--- config.mk ---
export PLATFORM = sky130hd
export DESIGN_NAME = cmp_evt_irq
export DESIGN_NICKNAME = d
export VERILOG_FILES = /design/src/rtl/cmp_irq_pkg.sv /design/src/rtl/cmp_edge_det.sv /design/src/rtl/cmp_evt_sel.sv /design/src/rtl/cmp_ctl_reg.sv /design/src/rtl/cmp_evt_irq.sv
export SDC_FILE = /design/constraint.sdc
export NUM_CORES = 1
export LEC_CHECK = 0
export CORE_AREA = 2 2 39 41
export DETAILED_ROUTE_END_ITERATION = 8
export DIE_AREA = 0 0 41 43
export GPL_TIMING_DRIVEN = 0
export PLACE_DENSITY = 0.53
export SYNTH_ARGS = -nofsm -noshare
export SYNTH_HDL_FRONTEND = slang
export SYNTH_SLANG_ARGS = --single-unit
--- constraint.sdc ---
create_clock -name clk -period 2.28 [get_ports clk]
set_input_delay 0.684 -clock clk [delete_from_list [all_inputs] [get_ports clk]]
set_output_delay 0.684 -clock clk [all_outputs]
set_load 0.05 [all_outputs]
--- src/rtl/cmp_irq_pkg.sv ---
package cmp_irq_pkg;

  typedef enum logic [1:0] {
    MODE_ANY  = 2'b00,
    MODE_RSVD = 2'b01,
    MODE_FALL = 2'b10,
    MODE_RISE = 2'b11
  } evt_mode_e;

  localparam int FLAG_POS   = 4;
  localparam int ENA_POS    = 3;
  localparam int RSVD_POS   = 2;
  localparam int MODE_LSB   = 0;
  localparam int MODE_WIDTH = 2;

endpackage

--- src/rtl/cmp_edge_det.sv ---
module cmp_edge_det (
  input  logic clk,
  input  logic rst,
  input  logic sig_in,
  output logic rise,
  output logic fall
);

  logic hist_q;

  // history loads the live input on reset, so no event follows reset
  always_ff @(posedge clk) begin
    hist_q <= sig_in;
  end

  always_comb begin
    rise = 1'b0;
    fall = 1'b0;
    if (!rst) begin
      rise = sig_in & ~hist_q;
      fall = ~sig_in & hist_q;
    end
  end

endmodule

--- src/rtl/cmp_evt_sel.sv ---
module cmp_evt_sel
  import cmp_irq_pkg::*;
(
  input  logic      rise,
  input  logic      fall,
  input  evt_mode_e mode,
  output logic      evt
);

  always_comb begin
    unique case (mode)
      MODE_ANY:  evt = rise | fall;
      MODE_FALL: evt = fall;
      MODE_RISE: evt = rise;
      default:   evt = 1'b0;
    endcase
  end

endmodule

--- src/rtl/cmp_ctl_reg.sv ---
module cmp_ctl_reg
  import cmp_irq_pkg::*;
#(
  parameter int DATA_W = 8
) (
  input  logic              clk,
  input  logic              rst,
  input  logic              evt,
  input  logic              gie,
  input  logic              ack,
  input  logic              wr,
  input  logic [DATA_W-1:0] wdata,
  output evt_mode_e         mode,
  output logic [DATA_W-1:0] rdata,
  output logic              irq
);

  localparam int MODE_MSB = MODE_LSB + MODE_WIDTH - 1;

  logic      flag_q, flag_d;
  logic      ena_q, ena_d;
  evt_mode_e mode_q, mode_d;
  logic      irq_q;
  logic      clr;

  logic unused_wbits;
  assign unused_wbits = ^{wdata[DATA_W-1:FLAG_POS+1], wdata[RSVD_POS]};

  assign clr = ack | (wr & wdata[FLAG_POS]);

  always_comb begin
    flag_d = flag_q;
    if (evt)      flag_d = 1'b1;
    else if (clr) flag_d = 1'b0;
    ena_d  = wr ? wdata[ENA_POS] : ena_q;
    mode_d = wr ? evt_mode_e'(wdata[MODE_MSB:MODE_LSB]) : mode_q;
  end

  always_ff @(posedge clk) begin
    if (rst) begin
      flag_q <= 1'b0;
      ena_q  <= 1'b0;
      mode_q <= MODE_ANY;
      irq_q  <= 1'b0;
    end else begin
      flag_q <= flag_d;
      ena_q  <= ena_d;
      mode_q <= mode_d;
      irq_q  <= flag_d & ena_d & gie;
    end
  end

  always_comb begin
    rdata                    = '0;
    rdata[FLAG_POS]          = flag_q;
    rdata[ENA_POS]           = ena_q;
    rdata[MODE_MSB:MODE_LSB] = mode_q;
  end

  assign mode = mode_q;
  assign irq  = irq_q;

endmodule

--- src/rtl/cmp_evt_irq.sv ---
module cmp_evt_irq
  import cmp_irq_pkg::*;
#(
  parameter int DATA_W = 8
) (
  input  logic              clk,
  input  logic              rst,
  input  logic              cmp_in,
  input  logic              gie,
  input  logic              vec_ack,
  input  logic              reg_wr,
  input  logic [DATA_W-1:0] reg_wdata,
  output logic [DATA_W-1:0] reg_rdata,
  output logic              irq
);

  logic      rise, fall, evt;
  evt_mode_e mode;

  cmp_edge_det u_edge (
    .clk    (clk),
    .rst    (rst),
    .sig_in (cmp_in),
    .rise   (rise),
    .fall   (fall)
  );

  cmp_evt_sel u_sel (
    .rise (rise),
    .fall (fall),
    .mode (mode),
    .evt  (evt)
  );

  cmp_ctl_reg #(.DATA_W(DATA_W)) u_reg (
    .clk   (clk),
    .rst   (rst),
    .evt   (evt),
    .gie   (gie),
    .ack   (vec_ack),
    .wr    (reg_wr),
    .wdata (reg_wdata),
    .mode  (mode),
    .rdata (reg_rdata),
    .irq   (irq)
  );

endmodule

# Word-level counts from Yosys, hierarchy flattened

Cells that the tools add are included.

Register bits after elaboration: 6
Bits in latches: 0
Memory bits (writable): 0
ROM bits: 0
Bits of input ports: 14
Output and inout port bits: 9
Word-level logic and storage cells: 23
Memories: 0

Add/sub/neg operators: 0
Multiply operators: 0
Div/mod/pow operators: 0
Magnitude comparators: 0
Equality and inequality tests: 2
Shift-type cells: 0
Muxes and demuxes: 6
Bitwise operators: 9
Reduce and logical (&&, ||, !) cells: 1

Operator list:

| cell                                       | number |
|---|---|
| 1-bit AND                                  | 5 |
| 1-bit two-way mux                          | 5 |
| 2-bit equality test, second input constant | 2 |
| 1-bit one-hot mux with 3 select lines      | 1 |
| 2-bit zero test                            | 1 |
| 1-bit NOT                                  | 2 |
| 1-bit OR                                   | 2 |

# Depth between registers and ports, before layout

Gate-level depths: netlist of run 1.

Depth after elaboration: 8
Depth in mapped cells: 3
Depth with buffers taken out: 3

# Cells and area by module

From an unflattened synthesis of run 1, not the netlist that was laid out.

Cell total of the unflattened synthesis: 31
Area total of the unflattened synthesis: 296.5 um^2

Modules (own cells, without submodules):

| module       | instances | cells each | area each (um^2) | sequential area each (um^2) |
|---|---|---|---|---|
| cmp_ctl_reg  | 1         | 25         | 236.5            | 100.1 |
| cmp_edge_det | 1         | 3          | 35.0             | 20.0 |
| cmp_evt_sel  | 1         | 3          | 25.0             | 0.0 |

# Worst setup path before layout of run 1

OpenSTA, ideal clock, no wires.

Path kind: register to register
From: register u_reg.mode_q[0] (netlist: u_reg.mode[0])
To: register u_reg.irq_q (netlist: u_reg.irq)
Data arrival time: 1.288 ns
Data required time: 2.168 ns
Path slack: 0.880 ns
Stages on the path, launching flop included: 4
Buffers on the path: 0
Cells stage by stage: dfxtp_1 > xnor2_1 > nand3_1 > a2111oi_1

Cells in the longest elaborated chain, start to end: 5
Elaborated cells between the ends (all ways): 7
Classes of those cells: eq/ne (2); mux (2); bitwise (2); reduce/logical (1)

Ends and longest elaborated chain:

| element                                                       | RTL line          | text |
|---|---|---|
| start, declared                                               | cmp_ctl_reg.sv:22 | `evt_mode_e mode_q, mode_d;` |
| start signal, assigned                                        | cmp_ctl_reg.sv:48 | `mode_q <= mode_d;` |
| 2-bit equality test / 2-bit zero test (equally long branches) | cmp_evt_sel.sv:11 | `unique case (mode)` |
| 1-bit one-hot mux with 3 select lines (*)                     | cmp_evt_sel.sv:11 |  |
| 1-bit two-way mux (*)                                         | cmp_ctl_reg.sv:33 | `if (evt) flag_d = 1'b1;` |
| 1-bit AND (*) (2 in series)                                   | cmp_ctl_reg.sv:49 | `irq_q <= flag_d & ena_d & gie;` |
| end signal, assigned                                          | cmp_ctl_reg.sv:49 |  |
| end, declared                                                 | cmp_ctl_reg.sv:23 | `logic irq_q;` |

Every way passes the cells marked *; elsewhere a longest branch is shown, timed or not.
A chain may end at the register's enable or synchronous reset.

# Final worst setup path of run 1

From: register u_reg.mode_q[0] (netlist: u_reg.mode[0])
To: output port reg_rdata[0]

RTL lines:

| element       | RTL line          | text |
|---|---|---|
| end, declared | cmp_evt_irq.sv:13 | `output logic [DATA_W-1:0] reg_rdata,` |

No word-level cell between the ends.

==> reports/qor_table.md, run 1 <==
| Result | Value |
| --- | --- |
| Total standard cell area after synthesis | 275 sq um |
| Reg-to-Reg End | u_reg.irq |
| # rows | 14 |
| Unrepaired setup endpoints after global routing | no |
| Clock latency reported for the late side of the worst-skew pair | 0.24 ns |
| DR DRC count | 0 |
| Via count of the first global-routing pass | 215 |
| Post-layout instance count excluding filler cells | 65 |
| CTS H-tree lvls | 1 |
| Count of final hold-check violations | 0 |
| Required time at the worst-slack endpoint | 1.60 ns |
| WHS Path Cells | 2 |
| Gr ovfl total | 0 |
| Slew at the pin closest to its max-slew limit | 0.497 ns |
| Crit path launch | u_reg.mode[0] |
| Status | finished clean |
| Initial core utilization | 19.9% |
| Critical-path top delay cell | sky130_fd_sc_hd__clkdlybuf4s50_1 |
| Post-Route Skew | 0.000955 ns |
| Drt initial violations | 0 |
| Final WL | 523 um |
| Placement-stage worst setup slack | 0.271 ns |
| Post-route minimum period | 2.16 ns |
| Peak clock frequency supported by timing | 464 MHz |
| Post-CTS sizing | 0 |
| Number of filler cells placed in the layout | 150 |
| Number of cells produced by synthesis | 29 |
| Hold EP | u_reg.ena_q |
| Areal power density over the cells | 614 nW/um^2 |
| Via-to-Cell Ratio | 3.74 |
| Antenna-violating nets left | 0 |
| Hold-fix buffers, CTS | 0 |
| Largest net degree at the start of global routing | 8 |
| Distinct cell type count of the synthesized netlist | 13 |
| Buffers plus inverters on the worst setup path | 1 |
| CTS Sinks | 6 |
| Worst-path maximum fanout | 4 |
| Layout overhead on the synthesized area | 70.5% |
| Layout cell share with drive strength beyond 1 | 20.4% |
| Top cell family by delay on the critical path | buffers and inverters |
| Total die area | 1760 sq um |
| Antenna Diode Count | 0 |
| Core outline area | 1380 sq um |
| # port buffers | 14 |
| Final net count | 65 |
| Clock slew at reported path FFs | 0.04 ns |
| Final Wtd Congestion | 0.665 |
| Max-capacitance violation count | 0 |
| Worst endpoint data arrival time | 1.47 ns |
| Worst slack on hold paths | 0.535 ns |
| I/O pin count | 23 |
| Warnings, synthesis | 0 |
| CP Capture Type | output pin |
| Count of pins over their slew limit | 0 |
| Cell at the root of the clock tree | sky130_fd_sc_hd__clkbuf_4 |
| Reported net switching power | 0.0835 mW |
| Int Pwr | 0.205 mW |
| Most frequent standard cell in the layout excluding fill and tap cells | sky130_fd_sc_hd__clkdlybuf4s50_1 |
| Post-detailed-placement half-perimeter wirelength | 424 um |
| Placed cell count | 62 |
| Global-route wire length before repair | 869 um |
| # setup viols final | 0 |
| Classification of the worst-slack hold path | reg2reg |
| Vertical die dimension | 43 um |
| Global-route total usage across every layer | 8.56% |
| Pre-Repair DR Iteration Count | 1 |
| Number of buffers on the longest clock path | 2 |
| Antenna violations before repair | 0 |
| Fraction of power consumed by combinational cells | 26.8% |
| Hold path startpoint | u_reg.ena_q |
| Commonest non-fill, non-tap cells in the layout | sky130_fd_sc_hd__clkdlybuf4s50_1 (14), sky130_fd_sc_hd__buf_4 (6), sky130_fd_sc_hd__dfxtp_1 (6) |
| Seq pwr share | 39.8% |
| Slack of the worst reg-to-reg path | 1.14 ns |
| Routed wire length per instance | 8.05 um |
| CP max stage delay | 0.83 ns |
| Vias after detailed routing | 243 |
| Maximum ir drop on the vdd rail | 0.268 mV |
| Postcts setup bufs | 0 |
| Avg Cell Area, Syn | 9.49 sq um |
| Period utilization | 94.5% |
| Leakage Power | 0.206 nW |
| Worst-case headroom to the max-slew limit | 66.8% |
| Setup total negative slack | 0 ns |
| Overall die width | 41 um |
| Critical Path Source Type | register |
| Final cell utilization of the core | 33.9% |
| Proportion of total power due to net switching | 29.0% |
| R2R cell count | 3 |
| Clock tree from TritonCTS | done |
| Worst path cell trace | clkdlybuf4s50_1 |
| Startpoint of the worst register-to-register path | u_reg.mode[0] |
| Sequential share of the synthesized area | 43.6% |
| Number of buffers inserted during clock tree synthesis | 3 |
| Clock group share of total power | 33.4% |
| Worst Path Class, Setup | reg2out |
| Worst Setup Slack, final | 0.124 ns |
| Flops & latches, synth | 6 |
## worst reg2reg max path, stage by stage, from the launching register on
cell	delay [ns]
sky130_fd_sc_hd__dfxtp_1	0.40
sky130_fd_sc_hd__xnor2_1	0.14
sky130_fd_sc_hd__nand3_1	0.12
sky130_fd_sc_hd__a2111oi_1	0.37
## registers in the layout, indices dropped and copies added, names as in the netlist
name,count
u_reg.irq,1
u_reg.flag_q,1
u_edge.hist_q,1
u_reg.mode,2
u_reg.ena_q,1
## worst max path at each step
stage,endpoint,slack (ns),cells after the start
after floorplan,u_reg.irq,0.88,3
after global placement,u_reg.irq,0.26,4
after detailed placement,u_reg.irq,0.27,4
after CTS,reg_rdata[0],0.11,1
after global routing,reg_rdata[0],0.06,1
final,reg_rdata[0],0.12,1
## area by class of cell
cell class / count / area [sq um] / share of cell area (%)
Timing Repair Buffer: 14 / 140 / 29.9
Sequential cell: 6 / 120 / 25.6
Multi-Input combinational cell: 18 / 114 / 24.3
Buffer: 6 / 45.0 / 9.60
Clock buffer: 3 / 22.5 / 4.80
Tap cell: 16 / 20.0 / 4.27
Inverter: 2 / 7.51 / 1.60
## kinds of logic (layout without fill, tap and decap cells)
kind of cell	Yosys count	in the layout	share of synthesized area, %
buffers and inverters	8	25	19.1
AOI/OAI and AO/OA	3	3	7.73
DFF	6	6	43.6
and+or+nand+nor	7	7	14.1
xor gates and xnor gates	1	1	3.18
muxes	3	3	10.9
other	1	4	1.36
## power groups by stage
stage	Clock (mW)	Combinational [mW]	Sequential, mW
3_3_place_gp	0	0.0776	0.116
6_report	0.0962	0.0773	0.115
3_5_place_dp	0	0.0775	0.116
4_1_cts	0.103	0.0777	0.115
5_1_grt	0.114	0.0815	0.115
2_1_floorplan	0	0.0409	0.124
## metrics by stage
step	cell area [sq um]	power, mW
floorplan	287	0.165
global placement	447	0.194
detailed placement	447	0.194
CTS	469	0.296
global route	469	0.311
finish	469	0.288
## synthesized netlist by cell type, drive strengths merged
library cell  n  area (sq um)
conb          1          3.75
nand2         1          3.75
dfxtp         6           120
nor2          4          15.0
xnor2         1          8.76
a21oi         1          5.00
mux2i         3          30.0
a31oi         1          6.26
a2111oi       1          10.0
nor4b         1          15.0
inv           2          7.51
buf           6          45.0
nand3         1          5.00
## metal layers
metal / routed length (um) / vias to the layer above / track usage [%]
met4: 0 / 0 / 8.00
met5: 0 / - / 0
met3: 78 / 0 / 9.95
li1: - / 129 / -
met2: 236 / 12 / 8.44
met1: 208 / 102 / 8.77
No activity file was read; power rests on OpenSTA's default activity.
==> inputs of run 2 (changes only) <==
--- a/config.mk
+++ b/config.mk
@@ -8,8 +8,10 @@
 export CORE_AREA = 2 2 39 41
 export DETAILED_ROUTE_END_ITERATION = 8
 export DIE_AREA = 0 0 41 43
+export DONT_BUFFER_PORTS = 1
 export GPL_TIMING_DRIVEN = 0
-export PLACE_DENSITY = 0.53
+export PLACE_DENSITY = 0.31
+export SETUP_SLACK_MARGIN = 0.15
 export SYNTH_ARGS = -nofsm -noshare
 export SYNTH_HDL_FRONTEND = slang
 export SYNTH_SLANG_ARGS = --single-unit
==> reports/qor_table.md, run 2 (same netlist as run 1, synthesis figures left out) <==
| Result | Value | Change |
| --- | --- | --- |
| Status | finished clean |  |
| Initial core utilization | 19.9% | unchanged |
| Areal power density over the cells | 802 nW/um^2 | +31% |
| Antenna Diode Count | 0 | unchanged |
| Setup total negative slack | 0 ns | unchanged |
| Count of final hold-check violations | 0 | unchanged |
| # setup viols final | 0 | unchanged |
| Total die area | 1760 sq um | unchanged |
| Overall die width | 41 um | unchanged |
| Cell at the root of the clock tree | sky130_fd_sc_hd__clkbuf_4 |  |
| Worst-path maximum fanout | 4 | unchanged |
| Layout cell share with drive strength beyond 1 | 28.6% | +8.2 points |
| Period utilization | 71.7% | -23 points |
| Gr ovfl total | 0 | unchanged |
| Clock latency reported for the late side of the worst-skew pair | 0.24 ns | about the same |
| Post-detailed-placement half-perimeter wirelength | 450 um | +5.9% |
| Postcts setup bufs | 0 | unchanged |
| Worst-case headroom to the max-slew limit | 58.9% | -7.9 points |
| Global-route total usage across every layer | 8.02% | -0.54 points |
| Global-route wire length before repair | 786 um | -9.6% |
| Final cell utilization of the core | 23.8% | -10 points |
| Leakage Power | 0.154 nW | -26% |
| FF/Latch Area | 120 sq um | unchanged |
| Clock group share of total power | 37.2% | +3.8 points |
| Number of buffers on the longest clock path | 2 | unchanged |
| Routed wire length per instance | 10.6 um | +32% |
| DR DRC count | 0 | unchanged |
| Multi-input gate area in the final layout | 114 sq um | unchanged |
| Reported net switching power | 0.0791 mW | -5.3% |
| CTS Sinks | 6 | unchanged |
| # port buffers | 0 | -14 |
| Int Pwr | 0.185 mW | -9.7% |
| Number of buffers inserted during clock tree synthesis | 3 | unchanged |
| Final WL | 542 um | +3.6% |
| Drt initial violations | 0 | unchanged |
| Commonest non-fill, non-tap cells in the layout | sky130_fd_sc_hd__buf_4 (6), sky130_fd_sc_hd__dfxtp_1 (6), sky130_fd_sc_hd__nor2_1 (4), sky130_fd_sc_hd__conb_1 (4) |  |
| # rows | 14 | unchanged |
| R2R cell count | 3 | unchanged |
| Pre-Repair DR Iteration Count | 1 | unchanged |
| Core outline area | 1380 sq um | unchanged |
| WP depth | 0 | -1 |
| Hold-fix buffers, CTS | 0 | unchanged |
| Worst Path Class, Setup | reg2out |  |
| Via-to-Cell Ratio | 4.00 | +7.0% |
| Maximum ir drop on the vdd rail | 0.235 mV | -12% |
| Antenna violations before repair | 0 | unchanged |
| WHS Path Cells | 0 | -2 |
| Fraction of power consumed by combinational cells | 16.1% | -11 points |
| Proportion of total power due to net switching | 30.0% | +0.99 points |
| Number of filler cells placed in the layout | 149 | -0.67% |
| Clock tree from TritonCTS | done |  |
| Post-route minimum period | 1.64 ns | -0.520 ns |
| Required time at the worst-slack endpoint | 1.60 ns | about the same |
| Worst Setup Slack, final | 0.645 ns | +0.520 ns |
| Clock slew at reported path FFs | 0.05 ns | about the same |
| Seq pwr share | 46.6% | +6.8 points |
| Vias after detailed routing | 204 | -16% |
| Post-Route Skew | 0.000423 ns | -0.000532 ns |
| Final net count | 51 | -22% |
| Worst endpoint data arrival time | 0.95 ns | -0.52 ns |
| Vertical die dimension | 43 um | unchanged |
| CP Capture Type | output pin |  |
| Final Wtd Congestion | 0.576 | -13% |
| Max FFs per register | 2 | unchanged |
| Slew at the pin closest to its max-slew limit | 0.616 ns | +0.119 ns |
| Max-capacitance violation count | 0 | unchanged |
| Worst slack on hold paths | 0.465 ns | -0.0695 ns |
| Placement-stage worst setup slack | 0.774 ns | +0.503 ns |
| Classification of the worst-slack hold path | in2reg |  |
| CTS H-tree lvls | 1 | unchanged |
| Post-CTS sizing | 0 | unchanged |
| Count of pins over their slew limit | 0 | unchanged |
| Unrepaired setup endpoints after global routing | no |  |
| Antenna-violating nets left | 0 | unchanged |
| Layout overhead on the synthesized area | 19.5% |  |
| Via count of the first global-routing pass | 179 | -17% |
| Largest net degree at the start of global routing | 8 | unchanged |
| Critical Path Source Type | register |  |
| Peak clock frequency supported by timing | 612 MHz | +32% |
| I/O pin count | 23 | unchanged |
run 2: worst paths after layout:
check                           slack (ns)           from             to
worst max register to register        0.78  u_reg.mode[0]      u_reg.irq
worst min-delay path                  0.47         cmp_in  u_edge.hist_q
worst max-delay path                  0.64  u_reg.mode[0]   reg_rdata[0]
worst min register to register        0.53    u_reg.ena_q    u_reg.ena_q
run 2: power groups by stage:
stage | sequential (mW) | combinational (mW) | clock (mW)
detailed placement | 0.125 | 0.0427 | 0
CTS | 0.123 | 0.0427 | 0.105
finish | 0.123 | 0.0426 | 0.0982
global placement | 0.125 | 0.0424 | 0
global route | 0.123 | 0.0452 | 0.115
floorplan | 0.124 | 0.0409 | 0
run 2: through the flow:
| step | cells | power (mW) | instance area, sq um |
|---|---|---|---|
| after floorplan | 32 | 0.165 | 287 |
| after global placement | 48 | 0.167 | 307 |
| after detailed placement | 48 | 0.168 | 307 |
| after CTS | 51 | 0.271 | 329 |
| after global routing | 51 | 0.284 | 329 |
| final | 51 | 0.264 | 329 |
run 2: layout make-up:
| cell class | instances | area share, % |
|---|---|---|
| inverters | 2 | 2.28 |
| well taps | 16 | 6.08 |
| plain buffers | 6 | 13.7 |
| flip-flops and latches | 6 | 36.5 |
| clock buffers | 3 | 6.84 |
| multi-input cells | 18 | 34.6 |
run 2: metal layers:
| metal | part of all wire (%) | wire, um | global-route usage [%] | vias to the layer above |
|---|---|---|---|---|
| li1 | - | - | - | 102 |
| met1 | 38 | 205 | 7.05 | 92 |
| met2 | 49 | 267 | 9.06 | 8 |
| met3 | 11 | 61 | 5.76 | 2 |
| met4 | 1.5 | 8 | 12.0 | 0 |
| met5 | 0 | 0 | 0 | - |
